===== src/rtl/mwbm_pkg.sv =====
package mwbm_pkg;

   localparam int FRAME_BITS = 8;
   localparam int CMD_FRAMES = 2;

   typedef enum logic [1:0] {
      OP_READ  = 2'd0,
      OP_WRITE = 2'd1,
      OP_WREN  = 2'd2
   } mw_op_e;

   typedef enum logic [1:0] {
      ST_IDLE  = 2'd0,
      ST_SHIFT = 2'd1,
      ST_GAP   = 2'd2
   } mw_state_e;

endpackage


===== src/rtl/mwbm_clkdiv.sv =====
module mwbm_clkdiv #(
   parameter int DIV_W = 8
) (
   input  logic             clk,
   input  logic             rst_n,
   input  logic             run,
   input  logic [DIV_W-1:0] div,
   output logic             tick
);

   logic [DIV_W-1:0] cnt;

   always_ff @(posedge clk or negedge rst_n) begin
      if (!rst_n)          cnt <= '0;
      else if (!run)       cnt <= '0;
      else if (cnt == div) cnt <= '0;
      else                 cnt <= cnt + 1'b1;
   end

   assign tick = run && (cnt == div);

endmodule


===== src/rtl/mwbm_shifter.sv =====
module mwbm_shifter #(
   parameter int FRAME_W = 8
) (
   input  logic               clk,
   input  logic               rst_n,
   input  logic               load,
   input  logic [FRAME_W-1:0] load_byte,
   input  logic               rise,
   input  logic               q_in,
   output logic               tx_msb,
   output logic [FRAME_W-1:0] rx_byte
);

   logic [FRAME_W-1:0] tx_q;
   logic [FRAME_W-1:0] rx_q;

   always_ff @(posedge clk or negedge rst_n) begin
      if (!rst_n) begin
         tx_q <= '0;
         rx_q <= '0;
      end else begin
         if (load)      tx_q <= load_byte;
         else if (rise) tx_q <= {tx_q[FRAME_W-2:0], 1'b0};
         if (rise)      rx_q <= {rx_q[FRAME_W-2:0], q_in};
      end
   end

   assign tx_msb  = tx_q[FRAME_W-1];
   assign rx_byte = rx_q;

endmodule


===== src/rtl/mwbm_word_pack.sv =====
module mwbm_word_pack #(
   parameter int FRAME_W     = 8,
   parameter int WORD_FRAMES = 2
) (
   input  logic                           clk,
   input  logic                           rst_n,
   input  logic                           clear,
   input  logic                           strobe,
   input  logic [FRAME_W-1:0]             byte_in,
   output logic [FRAME_W*WORD_FRAMES-1:0] word,
   output logic                           valid
);

   localparam int WORD_W = FRAME_W * WORD_FRAMES;

   generate
      if (WORD_FRAMES == 1) begin : g_direct
         always_ff @(posedge clk or negedge rst_n) begin
            if (!rst_n) begin
               word  <= '0;
               valid <= 1'b0;
            end else begin
               valid <= strobe && !clear;
               if (strobe) word <= byte_in;
            end
         end
      end else begin : g_accum
         localparam int CW = $clog2(WORD_FRAMES);
         logic [WORD_W-FRAME_W-1:0] acc;
         logic [CW-1:0]             cnt;

         always_ff @(posedge clk or negedge rst_n) begin
            if (!rst_n) begin
               acc   <= '0;
               cnt   <= '0;
               word  <= '0;
               valid <= 1'b0;
            end else begin
               valid <= 1'b0;
               if (clear) begin
                  cnt <= '0;
               end else if (strobe) begin
                  if (cnt == CW'(WORD_FRAMES - 1)) begin
                     word  <= {acc, byte_in};
                     valid <= 1'b1;
                     cnt   <= '0;
                  end else begin
                     acc <= (WORD_W-FRAME_W)'({acc, byte_in});
                     cnt <= cnt + 1'b1;
                  end
               end
            end
         end
      end
   endgenerate

endmodule


===== src/rtl/mw_byte_master.sv =====
module mw_byte_master
   import mwbm_pkg::*;
#(
   parameter int DIV_W  = 8,
   parameter int CNT_W  = 8,
   parameter int ADDR_W = 6,
   parameter int WORD_W = 16
) (
   input  logic              clk,
   input  logic              rst_n,
   input  logic              cmd_valid,
   input  logic [1:0]        cmd_op,
   input  logic [ADDR_W-1:0] cmd_addr,
   input  logic [CNT_W-1:0]  cmd_words,
   input  logic [WORD_W-1:0] cmd_wdata,
   input  logic [DIV_W-1:0]  clk_div,
   output logic              busy,
   output logic [WORD_W-1:0] rd_data,
   output logic              rd_valid,
   output logic              done,
   output logic              mw_cs,
   output logic              mw_sk,
   output logic              mw_di,
   input  logic              mw_do
);

   localparam int FRAME_W     = FRAME_BITS;
   localparam int WORD_FRAMES = WORD_W / FRAME_W;
   localparam int CMD_W       = CMD_FRAMES * FRAME_W;
   localparam int FIDX_W      = CNT_W + $clog2(WORD_FRAMES + 1) + 2;
   localparam int BCNT_W      = $clog2(FRAME_W + 1);

   generate
      if ((WORD_W % FRAME_W) != 0 || WORD_W < FRAME_W) begin : g_bad_word
         $error("WORD_W must be a nonzero multiple of the frame width");
      end
      if (ADDR_W < 2 || ADDR_W > CMD_W - 4) begin : g_bad_addr
         $error("ADDR_W must leave room for start, opcode and dummy bits");
      end
      if (DIV_W < 1 || CNT_W < 1) begin : g_bad_cnt
         $error("DIV_W and CNT_W must be at least 1");
      end
   endgenerate

   mw_state_e         state;
   logic [1:0]        op_q;
   logic [CMD_W-1:0]  cmd_q;
   logic [WORD_W-1:0] wdat_q;
   logic [FIDX_W-1:0] last_q, fidx, fnext, last_frame;
   logic [BCNT_W-1:0] bitcnt;
   logic              sk_q, cs_q, di_q, gap_q, done_q;
   logic              tick, rise, frame_end, accept, tx_msb;
   logic [CMD_W-1:0]  cmd_word;
   logic [CNT_W-1:0]  nwords;
   logic [FRAME_W-1:0] nxt_byte, rx_byte, load_byte;

   // command word: leading zeros fill the frame, read carries the dummy slot
   always_comb begin
      case (cmd_op)
         OP_READ:  cmd_word = CMD_W'({3'b110, cmd_addr, 1'b0});
         OP_WRITE: cmd_word = CMD_W'({3'b101, cmd_addr});
         default:  cmd_word = CMD_W'({3'b100, 2'b11, {(ADDR_W-2){1'b0}}});
      endcase
   end

   assign nwords = (cmd_words == '0) ? CNT_W'(1) : cmd_words;

   always_comb begin
      case (cmd_op)
         OP_READ:  last_frame = FIDX_W'(CMD_FRAMES - 1) + FIDX_W'(nwords) * FIDX_W'(WORD_FRAMES);
         OP_WRITE: last_frame = FIDX_W'(CMD_FRAMES + WORD_FRAMES - 1);
         default:  last_frame = FIDX_W'(CMD_FRAMES - 1);
      endcase
   end

   assign fnext = fidx + 1'b1;

   always_comb begin
      int sh;
      nxt_byte = '0;
      sh       = 0;
      if (fnext < FIDX_W'(CMD_FRAMES)) begin
         sh       = (CMD_FRAMES - 1 - int'(fnext)) * FRAME_W;
         nxt_byte = FRAME_W'(cmd_q >> sh);
      end else if (op_q == OP_WRITE) begin
         sh       = (WORD_FRAMES - 1 - (int'(fnext) - CMD_FRAMES)) * FRAME_W;
         nxt_byte = FRAME_W'(wdat_q >> sh);
      end
   end

   assign accept    = (state == ST_IDLE) && cmd_valid;
   assign rise      = (state == ST_SHIFT) && tick && !sk_q;
   assign frame_end = (state == ST_SHIFT) && tick && sk_q && (bitcnt == BCNT_W'(FRAME_W));
   assign load_byte = accept ? cmd_word[CMD_W-1 -: FRAME_W] : nxt_byte;

   mwbm_clkdiv #(.DIV_W(DIV_W)) i_clkdiv (
      .clk  (clk),
      .rst_n(rst_n),
      .run  (state != ST_IDLE),
      .div  (clk_div),
      .tick (tick)
   );

   mwbm_shifter #(.FRAME_W(FRAME_W)) i_shifter (
      .clk      (clk),
      .rst_n    (rst_n),
      .load     (accept || (frame_end && (fidx != last_q))),
      .load_byte(load_byte),
      .rise     (rise),
      .q_in     (mw_do),
      .tx_msb   (tx_msb),
      .rx_byte  (rx_byte)
   );

   mwbm_word_pack #(.FRAME_W(FRAME_W), .WORD_FRAMES(WORD_FRAMES)) i_pack (
      .clk    (clk),
      .rst_n  (rst_n),
      .clear  (accept),
      .strobe (frame_end && (op_q == OP_READ) && (fidx >= FIDX_W'(CMD_FRAMES))),
      .byte_in(rx_byte),
      .word   (rd_data),
      .valid  (rd_valid)
   );

   always_ff @(posedge clk or negedge rst_n) begin
      if (!rst_n) begin
         state  <= ST_IDLE;
         op_q   <= '0;
         cmd_q  <= '0;
         wdat_q <= '0;
         last_q <= '0;
         fidx   <= '0;
         bitcnt <= '0;
         sk_q   <= 1'b0;
         cs_q   <= 1'b0;
         di_q   <= 1'b0;
         gap_q  <= 1'b0;
         done_q <= 1'b0;
      end else begin
         done_q <= 1'b0;
         case (state)
            ST_IDLE: begin
               if (cmd_valid) begin
                  state  <= ST_SHIFT;
                  op_q   <= cmd_op;
                  cmd_q  <= cmd_word;
                  wdat_q <= cmd_wdata;
                  last_q <= last_frame;
                  fidx   <= '0;
                  bitcnt <= '0;
                  sk_q   <= 1'b0;
                  cs_q   <= 1'b1;
                  di_q   <= cmd_word[CMD_W-1];
               end
            end
            ST_SHIFT: begin
               if (tick) begin
                  if (!sk_q) begin
                     sk_q   <= 1'b1;
                     bitcnt <= bitcnt + 1'b1;
                  end else begin
                     sk_q <= 1'b0;
                     if (bitcnt == BCNT_W'(FRAME_W)) begin
                        bitcnt <= '0;
                        if (fidx == last_q) begin
                           cs_q  <= 1'b0;
                           di_q  <= 1'b0;
                           gap_q <= 1'b0;
                           state <= ST_GAP;
                        end else begin
                           fidx <= fnext;
                           di_q <= nxt_byte[FRAME_W-1];
                        end
                     end else begin
                        di_q <= tx_msb;
                     end
                  end
               end
            end
            ST_GAP: begin
               if (tick) begin
                  gap_q <= 1'b1;
                  if (gap_q) begin
                     state  <= ST_IDLE;
                     done_q <= 1'b1;
                  end
               end
            end
            default: state <= ST_IDLE;
         endcase
      end
   end

   assign busy  = (state != ST_IDLE);
   assign done  = done_q;
   assign mw_cs = cs_q;
   assign mw_sk = sk_q;
   assign mw_di = di_q;

endmodule


===== config.mk =====
export PLATFORM = sky130hd
export DESIGN_NAME = mw_byte_master
export DESIGN_NICKNAME = d
export VERILOG_FILES = /design/src/rtl/mwbm_pkg.sv /design/src/rtl/mwbm_clkdiv.sv /design/src/rtl/mwbm_shifter.sv /design/src/rtl/mwbm_word_pack.sv /design/src/rtl/mw_byte_master.sv
export SDC_FILE = /design/constraint.sdc
export NUM_CORES = 1
export LEC_CHECK = 0
export BUFFER_PORTS_ARGS = -buffer_cell sky130_fd_sc_hd__clkbuf_2
export CAP_MARGIN = 40
export CORE_UTILIZATION = 60
export DETAILED_ROUTE_END_ITERATION = 6
export HOLD_SLACK_MARGIN = 0.06
export PLACE_DENSITY = 0.82
export SYNTH_ARGS = -nofsm -noshare
export SYNTH_HDL_FRONTEND = slang
export SYNTH_SLANG_ARGS = --single-unit
export TNS_END_PERCENT = 1

===== constraint.sdc =====
create_clock -name clk -period 5.2 [get_ports clk]
set_input_delay 1.56 -clock clk [delete_from_list [all_inputs] [get_ports clk]]
set_output_delay 1.56 -clock clk [all_outputs]
set_load 0.005 [all_outputs]

==> results.json, run 1 <==
{
  "status": "finished clean",
  "grt_max_degree": 49,
  "cts.path.max_buffers": 2,
  "ys_warn_count": 0,
  "drt-initial-drc-count": 230,
  "synth_area_leaders": "dfrtp_1, mux2_2, nand2_1, xnor2_1, xor2_1",
  "grt_busiest_layer": "met2",
  "cts_setup_buffers": 0,
  "grt_util_met1": 0.364,
  "met2_usage": 0.456,
  "antenna_found_initial": 0,
  "setup_tns_ns": 0,
  "ys_types": 64,
  "synthDominantCellAreaShare": 0.483,
  "num_vias": 4376,
  "slew_headroom": 0.390,
  "regArea_um2": 2700,
  "clock-root-buffer": "clkbuf_8",
  "yosysTopAreaCell": "dfrtp_1",
  "setup_violations": 0,
  "hold_buffers": 0,
  "chipWidth_um": 98.6,
  "synth_edf_count": 0,
  "p_per_area_nw_per_um2": 298,
  "required_ns": 5.48,
  "worstSkewPairLatency_ns": 0.38,
  "ir_drop_v": 0.000265,
  "syn_to_final_growth_pct": 10.5,
  "ys.flop_type": "dfrtp_1",
  "numCtsBuffers": 9,
  "cts_htree_levels": 3,
  "grt-ovfl-total": 0,
  "report.final.slew_viol_count": 0,
  "fin_area_um2": 6180,
  "ant_nets": 0,
  "ios": 66,
  "cp-start-kind": "flip-flop",
  "rsz0062_at_grt": "no",
  "crit_type": "reg2reg",
  "start_util": 0.630,
  "grt_use_met3": 0.0433,
  "tightest_slew_ns": 0.915,
  "grt_pass1_wl_mm": 21.0,
  "cts_tree": "done",
  "track_usage": 0.273,
  "fin_nets": 657,
  "p_sw_frac": 0.314,
  "hold_class": "reg2reg",
  "io_buffers": 65,
  "pwr-share-clk": 0.288,
  "syn-cell-area_um2": 5600,
  "syn_nets": 605,
  "dieArea_um2": 9720,
  "synth_cells": 554,
  "ys_seq_area_frac": 0.483,
  "via_per_inst": 6.09,
  "diodes": 0,
  "critPathMaxFanout": 22,
  "gp_congestion": 0.880,
  "fin_crit_sh": 0.709,
  "ctsResizeCount": 0,
  "seqPwrFrac": 0.557,
  "clk_pin_slew_ns": 0.11,
  "post-route-min-period_ns": 3.69,
  "wl_per_cell_um": 17.0,
  "drt-total-wl_mm": 12.2,
  "maxCapViolations": 0,
  "arrival_ns": 3.96,
  "power_mw": 1.84,
  "coreArea_um2": 8890,
  "combPwrFrac": 0.155,
  "drt_pre_antenna_iters": 5,
  "rows": 34,
  "hold_violations": 0,
  "p_int_mw": 1.26,
  "finClkSkew_ns": 0.0120,
  "async_reset_ff_frac": 1.00,
  "final_layout_size_suffix_gt1_frac": 0.239,
  "switchingPower_mw": 0.579,
  "yosys_register_bits": 108,
  "grt_pass1_vias": 4328,
  "end_kind": "flip-flop",
  "cts_sinks": 108,
  "drc": 0,
  "leakagePower_nw": 2.98,
  "dp_hpwl_mm": 8.78,
  "die_h_um": 98.6,
  "fillerInstances": 657,
  "finalCoreUtilization": 0.696,
  "multi_input_area_um2": 2730,
  "placed_area_um2": 5970,
  "avgSynthCellArea_um2": 10.1,
  "timing.fmax_ghz": 0.271
}
==> worst max-delay path, cell delays in order (launching register included) <==
cell       delay (ns)
dfrtp_1          0.96
ha_1             0.55
xnor2_1          0.23
ha_1             0.34
nand3_1          0.14
nand2_1          0.18
nand3_1          0.14
a2111oi_4        0.62
o21ai_2          0.16
o31ai_1          0.26
==> final cells by class <==
cell class              instances  area share
well taps                     108      0.0218
multi-input cells             407       0.441
flip-flops and latches        108       0.437
clock inverters                 7      0.0140
repair buffers                 71      0.0611
inverters                       9     0.00546
clock buffers                   9      0.0200
==> worst paths after layout <==
check,start,to,slack [ns],cells after the start
worst max-delay path,fidx[0]$_DFFE_PN0P_,i_shifter.tx_q[7]$_DFFE_PN0P_,1.51,9
worst min-delay path,cmd_q[0]$_DFFE_PN0P_,cmd_q[0]$_DFFE_PN0P_,0.49,2
worst max register to register,fidx[0]$_DFFE_PN0P_,i_shifter.tx_q[7]$_DFFE_PN0P_,1.51,9
worst min register to register,cmd_q[0]$_DFFE_PN0P_,cmd_q[0]$_DFFE_PN0P_,0.49,2
max in group asynchronous,rst_n,wdat_q[14]$_DFFE_PN0P_,3.09,2
min in group asynchronous,rst_n,fidx[2]$_DFFE_PN0P_,1.17,1
==> layer usage <==
metal  wire [um]  up-vias
met3         644       25
met4         268        0
met2        6150      145
met5           0        -
li1            -     2065
met1        5180     2141
==> cells by family after synthesis <==
group | count (synthesis) | share of synthesized area
mux | 47 | 0.0934
flops | 108 | 0.483
buf+inv | 39 | 0.0304
simple gates | 211 | 0.189
fa+ha+maj | 7 | 0.0156
compound gates | 106 | 0.132
xor+xnor | 36 | 0.0563
==> sequential cells by signal, indices dropped and copies added (netlist names), 9 cells and up <==
register     count
last_q           9
i_pack.word     16
fidx            12
wdat_q          16
==> synthesized netlist by cell type, drive strengths merged, types with 2 or more instances <==
| library cell | number |
|---|---|
| nor4b | 2 |
| nand2b | 3 |
| a31oi | 4 |
| clkbuf | 13 |
| or3 | 2 |
| o31ai | 12 |
| xor2 | 15 |
| nand3 | 24 |
| buf | 17 |
| nor2 | 32 |
| nand3b | 2 |
| xnor2 | 21 |
| nor3b | 3 |
| nand2 | 94 |
| nor4 | 7 |
| dfrtp | 108 |
| ha | 7 |
| inv | 9 |
| a21boi | 3 |
| a21oi | 21 |
| nor2b | 6 |
| o31a | 2 |
| mux2i | 5 |
| nor3 | 13 |
| a21o | 3 |
| o211ai | 7 |
| a2111oi | 3 |
| o21a | 5 |
| a22o | 8 |
| o22ai | 5 |
| nand4 | 8 |
| and3 | 7 |
| and2 | 3 |
| mux2 | 42 |
| a211oi | 3 |
| o21ai | 22 |
| a32o | 2 |
==> per-stage QoR <==
step	instances	setup WS, ns	hold slack [ns]
3_3_place_gp	700	1.43	0.454
6_report	719	1.51	0.487
4_1_cts	718	1.36	0.486
5_1_grt	719	1.26	0.503
2_1_floorplan	554	1.80	0.435
3_5_place_dp	702	1.37	0.460
==> power by group through the flow <==
stage / clock network [mW] / logic, mW / registers (mW)
5_1_grt: 0.567 / 0.324 / 1.04
3_5_place_dp: 0 / 0.287 / 1.04
6_report: 0.530 / 0.286 / 1.03
4_1_cts: 0.543 / 0.287 / 1.03
3_3_place_gp: 0 / 0.270 / 1.04
2_1_floorplan: 0 / 0.210 / 1.01
==> cell usage in the layout (no fill, tap or decap), drive strengths merged, types with 4 or more instances in the layout <==
cell type	count
nor2	32
nand3	24
clkbuf	74
a31oi	4
nor3	13
xor2	15
mux2i	5
inv	13
o21a	5
and3	7
xnor2	21
buf	6
nand4	8
a22o	8
nor2b	6
a21oi	21
ha	7
o22ai	5
nand2	94
mux2	42
dfrtp	108
o31ai	12
o211ai	7
o21ai	22
nor4	7
No activity file was read; power rests on OpenSTA's default activity.
==> run 2: changes to the inputs <==
--- a/config.mk
+++ b/config.mk
@@ -7,10 +7,10 @@
 export LEC_CHECK = 0
 export BUFFER_PORTS_ARGS = -buffer_cell sky130_fd_sc_hd__clkbuf_2
 export CAP_MARGIN = 40
-export CORE_UTILIZATION = 60
+export CORE_UTILIZATION = 59
 export DETAILED_ROUTE_END_ITERATION = 6
 export HOLD_SLACK_MARGIN = 0.06
-export PLACE_DENSITY = 0.82
+export PLACE_DENSITY = 0.81
 export SYNTH_ARGS = -nofsm -noshare
 export SYNTH_HDL_FRONTEND = slang
 export SYNTH_SLANG_ARGS = --single-unit
==> constraint.sdc (replaced) <==
create_clock -name clk -period 3.6 [get_ports clk]
set_input_delay 1.08 -clock clk [delete_from_list [all_inputs] [get_ports clk]]
set_output_delay 1.08 -clock clk [all_outputs]
set_load 0.005 [all_outputs]
==> run 2 against run 1 <==
  * Clock power is 43% higher
  * Worst setup slack worse by 1.0 ns
  * First-iteration DRC count is 14% higher
  * Sequential share of layout area is 0.60 points lower
  * Total power is 44% higher
  * Cell area is 1.4% higher
  * Clock-buffer cell count stayed put
  * Critical path type unchanged
  * Highest routed layer unchanged
==> results.json, run 2 (synthesis gave the netlist of run 1 again) <==
{
  "tightest_slew_ns": 0.903,
  "slew_headroom": 0.398,
  "setup_tns_ns": 0,
  "met2_usage": 0.445,
  "final_cell_mix": "dfrtp_1, nand2_1, clkbuf_2, mux2_2, nor2_1",
  "cts_sinks": 108,
  "required_ns": 3.88,
  "hold_class": "reg2reg",
  "ios": 66,
  "grt_util_met1": 0.374,
  "antenna_found_initial": 0,
  "leakagePower_nw": 3.03,
  "layout_commonest_cell": "dfrtp_1",
  "dieArea_um2": 9880,
  "critPathLaunch": "fidx[0]$_DFFE_PN0P_",
  "p_per_area_nw_per_um2": 424,
  "maxCapViolations": 0,
  "ctsResizeCount": 0,
  "fillerInstances": 684,
  "grt_pass1_wl_mm": 21.2,
  "dp_hpwl_mm": 8.79,
  "start_util": 0.609,
  "ir_drop_v": 0.000329,
  "finClkSkew_ns": 0.0192,
  "cts_setup_buffers": 0,
  "drt_pre_antenna_iters": 6,
  "power_mw": 2.66,
  "cts.path.max_buffers": 2,
  "wl_per_cell_um": 17.0,
  "fin_crit_sh": 0.866,
  "cts_tree": "done",
  "ant_nets": 0,
  "grt_max_degree": 67,
  "worstReg2RegStart": "fidx[0]$_DFFE_PN0P_",
  "end_kind": "flip-flop",
  "cpPeakStageDelay_ns": 0.64,
  "grt-ovfl-total": 0,
  "cts_htree_levels": 3,
  "die_h_um": 99.4,
  "final_layout_size_suffix_gt1_frac": 0.250,
  "grt_use_met3": 0.0436,
  "drt-initial-drc-count": 263,
  "crit_buf_inv": 0,
  "chipWidth_um": 99.4,
  "status": "finished clean",
  "grt_pass1_vias": 4376,
  "clk_pin_slew_ns": 0.12,
  "drt-total-wl_mm": 12.4,
  "path_cells": "ha_1 -> xnor2_1 -> ha_1 -> nand3_1 -> nand2_1 -> nand3_1 -> a2111oi_4 -> o21ai_2 -> o31ai_1",
  "post-route-min-period_ns": 3.12,
  "clock-root-buffer": "clkbuf_8",
  "io_buffers": 65,
  "numCtsBuffers": 9,
  "cp_slowest_cell": "a2111oi_4",
  "diodes": 0,
  "rows": 35,
  "coreArea_um2": 9200,
  "rsz0062_at_grt": "no",
  "drc": 0,
  "syn_to_final_growth_pct": 12.0,
  "num_vias": 4372,
  "hold_violations": 0,
  "grt_busiest_layer": "met2",
  "via_per_inst": 5.98,
  "critPathMaxFanout": 9,
  "setup_violations": 0,
  "cp-start-kind": "flip-flop",
  "timing.fmax_ghz": 0.321,
  "crit_type": "reg2reg",
  "crit_family": "compound AO/OA/AOI/OAI gates",
  "worstSkewPairLatency_ns": 0.38,
  "report.final.slew_viol_count": 0,
  "gp_congestion": 0.921,
  "fin_nets": 666,
  "hold_start": "cmd_q[0]$_DFFE_PN0P_",
  "arrival_ns": 3.39,
  "largestRegisters": "i_pack.word (16), wdat_q (16), fidx (12)",
  "track_usage": 0.272,
  "hold_buffers": 0
}
[run 2: through the flow]
stage	cell area (um^2)	instances	utilization	hold WS, ns	worst slack [ns]
global route	6270	731	0.682	0.508	0.210
global placement	6030	714	0.656	0.455	0.379
detailed placement	6060	715	0.659	0.457	0.307
finish	6270	731	0.682	0.481	0.481
floorplan	5600	554	-	0.435	0.625
CTS	6270	731	0.682	0.484	0.513
[run 2: layout make-up]
class / count / area, um^2 / share of cell area
multi-input cells: 407 / 2730 / 0.435
flip-flops and latches: 108 / 2700 / 0.431
repair buffers: 80 / 460 / 0.0734
well taps: 111 / 139 / 0.0221
clock buffers: 9 / 124 / 0.0198
clock inverters: 7 / 86.3 / 0.0138
inverters: 9 / 33.8 / 0.00539
[run 2: path summary, 6_finish.rpt]
path | to | slack [ns] | cells past startpoint
min in group asynchronous | fidx[1]$_DFFE_PN0P_ | 0.55 | 1
max in group asynchronous | state[0]$_DFFE_PN0P_ | 2.21 | 3
setup / recovery | mw_di$_DFFE_PN0P_ | 0.48 | 9
hold / removal | cmd_q[0]$_DFFE_PN0P_ | 0.48 | 2
setup reg to reg | mw_di$_DFFE_PN0P_ | 0.48 | 9
hold reg to reg | cmd_q[0]$_DFFE_PN0P_ | 0.48 | 2
[run 2: per-layer routing]
layer / vias up / part of all wire
met1: 2138 / 0.44
met3: 21 / 0.043
met2: 129 / 0.49
met4: 0 / 0.020
li1: 2084 / -
met5: - / 0
[run 2: where the power goes]
group          internal (mW)  switching, mW
clock network          0.284          0.473
logic                  0.205          0.222
registers               1.34          0.133
[run 2: worst register-to-register path: cells and delay by family, from the launching register on]
family	cells	cell delay [ns]
AOI/OAI and AO/OA	3	1.04
adders and majority gates	2	0.71
DFF	1	0.48
and+or+nand+nor	3	0.45
xor gates and xnor gates	1	0.33
==> run 3: changes to the inputs <==
--- a/config.mk
+++ b/config.mk
@@ -5,12 +5,12 @@
 export SDC_FILE = /design/constraint.sdc
 export NUM_CORES = 1
 export LEC_CHECK = 0
-export BUFFER_PORTS_ARGS = -buffer_cell sky130_fd_sc_hd__clkbuf_2
 export CAP_MARGIN = 40
-export CORE_UTILIZATION = 59
+export CORE_ASPECT_RATIO = 0.7
+export CORE_UTILIZATION = 25
 export DETAILED_ROUTE_END_ITERATION = 6
+export DONT_BUFFER_PORTS = 1
 export HOLD_SLACK_MARGIN = 0.06
-export PLACE_DENSITY = 0.81
 export SYNTH_ARGS = -nofsm -noshare
 export SYNTH_HDL_FRONTEND = slang
 export SYNTH_SLANG_ARGS = --single-unit
==> run 3 against run 2 <==
  * Cell area decreased by 0.38%
  * Total power increased by 7.5%
  * Sequential share of layout area increased by 0.16 points
  * Global-route usage decreased by 15 points
  * Non-clock buffer count decreased by 62
  * Clock power increased by 35%
  * Via count decreased by 8.1%
  * Sequential power about the same
  * Critical path type unchanged
  * Largest cell class unchanged
  * Highest routed layer unchanged
==> results.json, run 3 (synthesis gave the netlist of run 1 again) <==
{
  "status": "finished clean",
  "cts.path.max_buffers": 2,
  "gp_congestion": 0.867,
  "cts_setup_buffers": 0,
  "largestRegisters": "i_pack.word (16), wdat_q (16), fidx (12)",
  "tightest_slew_ns": 0.620,
  "worstSkewPairLatency_ns": 0.35,
  "post-route-min-period_ns": 3.04,
  "report.final.slew_viol_count": 0,
  "cts_sinks": 108,
  "worstReg2RegStart": "fidx[1]$_DFFE_PN0P_",
  "crit_type": "reg2reg",
  "hold_class": "in2async",
  "switchingPower_mw": 0.776,
  "clock-root-buffer": "clkbuf_16",
  "cts_tree": "done",
  "drt-initial-drc-count": 241,
  "required_ns": 3.85,
  "finClkSkew_ns": 0.0118,
  "rsz0062_at_grt": "no",
  "grt_pass1_vias": 3979,
  "maxCapViolations": 0,
  "coreArea_um2": 21800,
  "combPwrFrac": 0.127,
  "fin_crit_sh": 0.845,
  "die_h_um": 127,
  "hold_buffers": 0,
  "holdWs_ns": 0.435,
  "grt_max_degree": 109,
  "dieArea_um2": 23000,
  "p_int_mw": 2.08,
  "end_kind": "flip-flop",
  "num_vias": 4017,
  "pwr-share-clk": 0.356,
  "critPathLaunch": "fidx[1]$_DFFE_PN0P_",
  "setup_violations": 0,
  "seqPwrFrac": 0.517,
  "finalCoreUtilization": 0.287,
  "slew_headroom": 0.587,
  "diodes": 0,
  "ant_nets": 0,
  "grt-ovfl-total": 0,
  "wl_per_cell_um": 16.8,
  "rows": 45,
  "syn_to_final_growth_pct": 11.6,
  "drt_pre_antenna_iters": 4,
  "cts_htree_levels": 3,
  "clk_pin_slew_ns": 0.08,
  "cp-start-kind": "flip-flop",
  "chipWidth_um": 181,
  "fin_nets": 604,
  "numCtsBuffers": 9,
  "track_usage": 0.126,
  "layout_commonest_cell": "dfrtp_1",
  "final_cell_mix": "dfrtp_1, nand2_1, mux2_2, nor2_1, nand3_1",
  "final_layout_size_suffix_gt1_frac": 0.164,
  "fillerInstances": 2240,
  "start_util": 0.257,
  "ctsResizeCount": 0,
  "p_sw_frac": 0.271,
  "timing.fmax_ghz": 0.329,
  "reg2reg_setup_slack_ns": 0.56,
  "ir_drop_v": 0.000247,
  "grt_pass1_wl_mm": 22.7,
  "setup_tns_ns": 0,
  "drc": 0,
  "antenna_found_initial": 0,
  "via_per_inst": 4.79,
  "dp_hpwl_mm": 9.98,
  "arrival_ns": 3.30,
  "r2r_cells": 9,
  "p_per_area_nw_per_um2": 458,
  "hold_violations": 0,
  "ios": 66,
  "reg2reg_to": "mw_di$_DFFE_PN0P_",
  "io_buffers": 0,
  "leakagePower_nw": 2.79,
  "critPathMaxFanout": 9,
  "drt-total-wl_mm": 14.1
}
==> run 3: changes by cell type in the layout (fill, tap and decap cells not counted) <==
cell	previous run	this run
buf_4	15	18
inv_6	2	1
clkbuf_16	0	9
clkinv_8	2	0
clkbuf_2	64	0
buf_16	1	0
bufinv_16	0	1
clkbuf_8	9	1
inv_12	1	0
==> run 3: through the flow <==
stage / area [um^2] / cells / power [mW] / setup slack, ns
floorplan: 5600 / 554 / 1.76 / 0.625
global placement: 5950 / 824 / 1.85 / 0.405
detailed placement: 5950 / 824 / 1.87 / 0.349
CTS: 6250 / 838 / 2.90 / 0.611
global route: 6250 / 838 / 3.02 / 0.361
finish: 6250 / 838 / 2.86 / 0.559
==> run 3: layer usage <==
| layer | track usage | share of wire | wire (um) |
|---|---|---|---|
| met3 | 0.0428 | 0.062 | 876 |
| met5 | 0 | 0 | 0 |
| met2 | 0.189 | 0.44 | 6180 |
| met1 | 0.179 | 0.49 | 6970 |
| met4 | 0.0176 | 0.0039 | 55 |
==> run 3: worst max path at each step <==
stage / end / depth (start not counted) / slack, ns
floorplan: i_shifter.tx_q[0]$_DFFE_PN0P_ / 11 / 0.62
global placement: i_pack.g_accum.acc[6]$_DFFE_PN0P_ / 7 / 0.41
detailed placement: i_pack.g_accum.acc[2]$_DFFE_PN0P_ / 7 / 0.35
CTS: mw_di$_DFFE_PN0P_ / 9 / 0.61
global route: mw_di$_DFFE_PN0P_ / 9 / 0.36
finish: mw_di$_DFFE_PN0P_ / 9 / 0.56
==> run 3: critical path, stage by stage (launching register included) <==
cell       delay (ns)
dfrtp_1          0.40
buf_4            0.19
ha_1             0.50
ha_1             0.34
nand3_1          0.13
nand2_1          0.19
nand3_1          0.14
a2111oi_4        0.66
o21ai_2          0.16
o31ai_1          0.23
==> run 3: power by group through the flow <==
stage          Clock [mW]  Sequential, mW  Combinational, mW
3_3_place_gp            0            1.50              0.351
3_5_place_dp            0            1.50              0.367
4_1_cts              1.06            1.48              0.368
5_1_grt              1.10            1.50              0.413
2_1_floorplan           0            1.46              0.304
6_report             1.02            1.48              0.363
==> run 3: cell type report <==
class | count | area [um^2] | share of cell area
clock inverter | 4 | 58.8 | 0.00941
clock buffer | 10 | 239 | 0.0383
inverter | 9 | 33.8 | 0.00541
tap | 282 | 353 | 0.0565
sequential | 108 | 2700 | 0.433
multi-input combinational | 407 | 2730 | 0.436
timing repair buffer | 18 | 135 | 0.0216
